## src/rtl/pwm_dac_pkg.sv

```systemverilog
package pwm_dac_pkg;

  // Outputs of the compare stage, kept together so they stay cycle-aligned.
  typedef struct packed {
    logic level;
    logic start;
  } pwm_out_t;

  function automatic int unsigned period_len(input int unsigned w);
    return 32'd1 << w;
  endfunction

endpackage

```

## src/rtl/pwm_ramp_counter.sv

```systemverilog
module pwm_ramp_counter #(
  parameter int unsigned WIDTH = 8
) (
  input  logic             clk,
  input  logic             rst,
  output logic [WIDTH-1:0] count_o,
  output logic             last_o
);

  localparam logic [WIDTH-1:0] TOP = {WIDTH{1'b1}};

  logic [WIDTH-1:0] count_q;

  always_ff @(posedge clk) begin
    if (rst) begin
      count_q <= '0;
    end else begin
      count_q <= count_q + 1'b1;  // natural wrap at TOP
    end
  end

  assign count_o = count_q;
  assign last_o  = (count_q == TOP);

endmodule

```

## src/rtl/pwm_duty_shadow.sv

```systemverilog
module pwm_duty_shadow #(
  parameter int unsigned WIDTH = 8
) (
  input  logic             clk,
  input  logic             rst,
  input  logic             load_i,
  input  logic [WIDTH-1:0] duty_i,
  output logic [WIDTH-1:0] duty_o
);

  logic [WIDTH-1:0] active_q;

  // The working level changes only on the wrap edge.
  always_ff @(posedge clk) begin
    if (rst) begin
      active_q <= '0;
    end else if (load_i) begin
      active_q <= duty_i;
    end
  end

  assign duty_o = active_q;

endmodule

```

## src/rtl/pwm_compare_stage.sv

```systemverilog
module pwm_compare_stage
  import pwm_dac_pkg::*;
#(
  parameter int unsigned WIDTH = 8
) (
  input  logic             clk,
  input  logic             rst,
  input  logic [WIDTH-1:0] count_i,
  input  logic [WIDTH-1:0] duty_i,
  output pwm_out_t         out_o
);

  pwm_out_t out_q;
  pwm_out_t out_d;

  always_comb begin
    out_d.level = (count_i < duty_i);
    out_d.start = (count_i == '0);
  end

  always_ff @(posedge clk) begin
    if (rst) begin
      out_q <= '0;
    end else begin
      out_q <= out_d;
    end
  end

  assign out_o = out_q;

endmodule

```

## src/rtl/pwm_dac_core.sv

```systemverilog
module pwm_dac_core
  import pwm_dac_pkg::*;
#(
  parameter int unsigned WIDTH = 8
) (
  input  logic             clk,
  input  logic             rst,
  input  logic [WIDTH-1:0] duty_in,
  output logic             pwm_o,
  output logic             period_start_o
);

  logic [WIDTH-1:0] count;
  logic             wrap;
  logic [WIDTH-1:0] duty_act;
  pwm_out_t         stage_out;

  pwm_ramp_counter #(.WIDTH(WIDTH)) u_ramp (
    .clk     (clk),
    .rst     (rst),
    .count_o (count),
    .last_o  (wrap)
  );

  pwm_duty_shadow #(.WIDTH(WIDTH)) u_shadow (
    .clk    (clk),
    .rst    (rst),
    .load_i (wrap),
    .duty_i (duty_in),
    .duty_o (duty_act)
  );

  pwm_compare_stage #(.WIDTH(WIDTH)) u_cmp (
    .clk     (clk),
    .rst     (rst),
    .count_i (count),
    .duty_i  (duty_act),
    .out_o   (stage_out)
  );

  assign pwm_o          = stage_out.level;
  assign period_start_o = stage_out.start;

endmodule

```

## config.mk

```make
export PLATFORM = sky130hd
export DESIGN_NAME = pwm_dac_core
export DESIGN_NICKNAME = d
export VERILOG_FILES = /design/src/rtl/pwm_dac_pkg.sv /design/src/rtl/pwm_ramp_counter.sv /design/src/rtl/pwm_duty_shadow.sv /design/src/rtl/pwm_compare_stage.sv /design/src/rtl/pwm_dac_core.sv
export SDC_FILE = /design/constraint.sdc
export NUM_CORES = 1
export LEC_CHECK = 0
export BUFFER_PORTS_ARGS = -buffer_cell sky130_fd_sc_hd__buf_4
export CAP_MARGIN = 30
export CORE_MARGIN = 4
export CORE_UTILIZATION = 55
export DETAILED_ROUTE_END_ITERATION = 7
export PLACE_DENSITY = 0.8
export SYNTH_ARGS = -nofsm -noshare
export SYNTH_HDL_FRONTEND = slang
export SYNTH_HIERARCHICAL = 1
export SYNTH_SLANG_ARGS = --single-unit
```

## constraint.sdc

```tcl
create_clock -name clk -period 2.6 [get_ports clk]
set_clock_uncertainty 0.05 [all_clocks]
set_input_delay 0.78 -clock clk [delete_from_list [all_inputs] [get_ports clk]]
set_output_delay 0.78 -clock clk [all_outputs]
set_load 0.01 [all_outputs]
```

==> flow_metrics.tcl <==
set metrics [dict create \
    outcome "finished clean" \
    synth_top_family_by_area "simple AND/OR/NAND/NOR gates" \
    critical_path_class "reg -> out" \
    hold_start "u_ramp/count_o[0]" \
    leakage_nw 0.370 \
    h-tree-depth 1 \
    drt-initial-drc-count 8 \
    maxCapViolations 0 \
    power.total_mw 0.501 \
    die_y_um 47.1 \
    clk-insertion-delay-late_ns 0.29 \
    yosysWarnings 6 \
    ir_worst_vdd_v 0.000424 \
    synth-async-reset-ratio_pct 0 \
    firstDrtPassIters 4 \
    worst_pin_slew_ns 0.251 \
    ant_nets 0 \
    power_frac_comb_pct 8.4 \
    dr_total_vias 664 \
    slowest_delay_ns 0.31 \
    hold_path_class "reg -> reg" \
    path_delay_family "flip-flops" \
    grt_max_degree 19 \
    antenna-diode-count 0 \
    wl_met1_um 678 \
    synth-edff-count 0 \
    clockBufferDepth 2 \
    viasPerCell 5.53 \
    period_needed_ns 1.57 \
    cp.arrival_ns 0.74 \
    syn_area_per_cell_um2 9.15 \
    reg2reg_depth 4 \
    hold_viol 0 \
    route.met3.wl_um 85 \
    netlist_instances 92 \
    syn2layout_area_growth_pct 15.0 \
    synth_compound_area_share_pct 8.92 \
    grt_pass1_vias 611 \
    startpoint_type "flop" \
    hold_buffers 0 \
    dr_wl_met2_um 711 \
    post_cts_buffers 0 \
    crit_required_ns 1.77 \
    root_buffer "clkbuf_4" \
    core_um2 1370 \
    place_congestion 0.764 \
    syn_nets 110 \
    highest_layer "met4" \
    swShare_pct 21.7 \
    hold_end "u_ramp/count_o[0]" \
    clkPwrFrac_pct 33.9 \
    ys.flop_type "dfxtp_1" \
    final.period_utilization_pct 60.4 \
    synth_cell_types 22 \
    pwr-share-seq_pct 57.7 \
    drive_above_1_share_pct 17.1 \
    slew_headroom_pct 83.2 \
    setup_violations 0 \
    grt_util_all_layers_pct 17.6 \
    die_area_um2 2220 \
    synthMuxAreaShare_pct 9.51 \
    io_pins 12 \
    synthSimpleGateAreaFrac_pct 18.4 \
    die_w_um 47.1 \
    overflow 0 \
    ctsResizeCount 0 \
    wl_um 1510 \
    rows 13 \
    grt_first_pass_wirelength_um 2630 \
    dpl_cell_area_um2 932 \
    path_max_fanout 1 \
    synth-xor-area-share_pct 3.12 \
    cts.clk_slew.worst_paths_ns 0.10 \
    synth_seq_area_share_pct 42.8 \
    r2r-start "u_ramp/count_o[2]" \
    final_net_count 124 \
    hold_depth 1 \
    fmax_ghz 0.637 \
    slew_viol_final 0 \
    crit_buf_inv 1 \
    finalInstanceArea_um2 968 \
    io_buffers 11 \
    slowest_stage "dfxtp_1" \
    start_util_pct 61.6 \
    antenna_found_initial 0 \
    synth-adder-area-share_pct 11.9 \
    dp_hpwl_um 1090 \
    cts.sinks 18 \
    synth_area_um2 842 \
    drcViolationCount 0 \
    ys_seq_elements 18 \
    p_sw_mw 0.109 \
    cts_tree "done" \
    reg2reg_to "u_cmp/out_o[1]" \
    internal_power_mw 0.393 \
    crit_path_end_kind "output port" \
    wl_per_cell_um 12.6 \
    tns_ns 0 \
    rrSetupSlack_ns 1.04 \
    crit_chain "buf_4" \
    powerDensity_nw_per_um2 518 \
    fillerInstances 113 \
    rsz0062_at_grt "no" \
    numCtsBuffers 3 \
]
==> cells by family after synthesis <==
family	after synthesis
compound gates	11
xor+xnor	3
fa+ha+maj	8
buf+inv	10
flops	18
mux	8
simple gates	34
==> layout by cell type, fill, tap and decap left out, types with 3 or more instances in the layout <==
cell,netlist,final
buf_4,0,12
dfxtp_1,18,18
ha_1,8,8
or3_1,3,3
o21ai_0,4,4
inv_1,7,7
a21oi_1,3,3
nand3_1,4,4
nand2_1,4,4
clkbuf_4,0,3
mux2i_1,8,8
nor2_1,17,17
==> registers in the layout (all words and copies together) (netlist names) <==
signal,cells
u_cmp/out_o,2
u_ramp/count_o,8
u_shadow/duty_o,8
==> layout make-up <==
| type | instances | area (um^2) | share of cell area, % |
|---|---|---|---|
| multi-input combinational | 64 | 437 | 45.1 |
| sequential | 18 | 360 | 37.2 |
| clock buffer | 4 | 36.3 | 3.75 |
| timing repair buffer | 12 | 90.1 | 9.30 |
| inverter | 7 | 26.3 | 2.71 |
| tap | 15 | 18.8 | 1.94 |
==> power by group through the flow <==
stage / clock network [mW] / registers (mW) / logic (mW)
2_1_floorplan: 0 / 0.296 / 0.0217
3_3_place_gp: 0 / 0.295 / 0.0406
3_5_place_dp: 0 / 0.296 / 0.0419
4_1_cts: 0.179 / 0.290 / 0.0426
5_1_grt: 0.193 / 0.291 / 0.0477
6_report: 0.170 / 0.289 / 0.0421
==> synthesized netlist by cell type, types with 3 or more instances <==
| cell | number | area (um^2) |
|---|---|---|
| o21ai_0 | 4 | 20.0 |
| nand3_1 | 4 | 20.0 |
| or3_1 | 3 | 18.8 |
| dfxtp_1 | 18 | 360 |
| nor2_1 | 17 | 63.8 |
| inv_1 | 7 | 26.3 |
| a21oi_1 | 3 | 15.0 |
| ha_1 | 8 | 100 |
| nand2_1 | 4 | 15.0 |
| mux2i_1 | 8 | 80.1 |
==> through the flow <==
stage | cells | hold slack (ns) | utilization (%) | setup slack [ns]
floorplan | 92 | 0.391 | - | 1.19
global placement | 116 | 0.418 | 68.2 | 1.00
detailed placement | 116 | 0.426 | 68.2 | 0.985
CTS | 120 | 0.452 | 70.9 | 1.01
global route | 120 | 0.500 | 70.9 | 0.933
finish | 120 | 0.447 | 70.9 | 1.03
==> worst max path at each step <==
stage | from | end | slack [ns] | depth (start not counted)
2_1_floorplan | u_ramp/count_o[2] | u_cmp/out_o[1] | 1.19 | 4
3_3_place_gp | rst | u_cmp/out_o[0] | 1.00 | 4
3_5_place_dp | rst | u_cmp/out_o[0] | 0.99 | 4
4_1_cts | u_cmp/out_o[0] | period_start_o | 1.01 | 1
5_1_grt | u_ramp/count_o[0] | u_shadow/duty_o[0] | 0.93 | 6
6_report | u_cmp/out_o[1] | pwm_o | 1.03 | 1
==> worst register-to-register path, cell delays in order (launching register included) <==
cell and delay [ns]:
dfxtp_1 0.47, ha_1 0.31, a211oi_2 0.18, o21ai_1 0.11, a2111oi_2 0.35
==> metal layers <==
layer / up-vias / track usage (%)
met5: - / 0
met4: 0 / 9.94
met3: 4 / 5.75
met2: 14 / 28.2
met1: 305 / 20.6
li1: 341 / -
No activity file was read; power rests on OpenSTA's default activity.
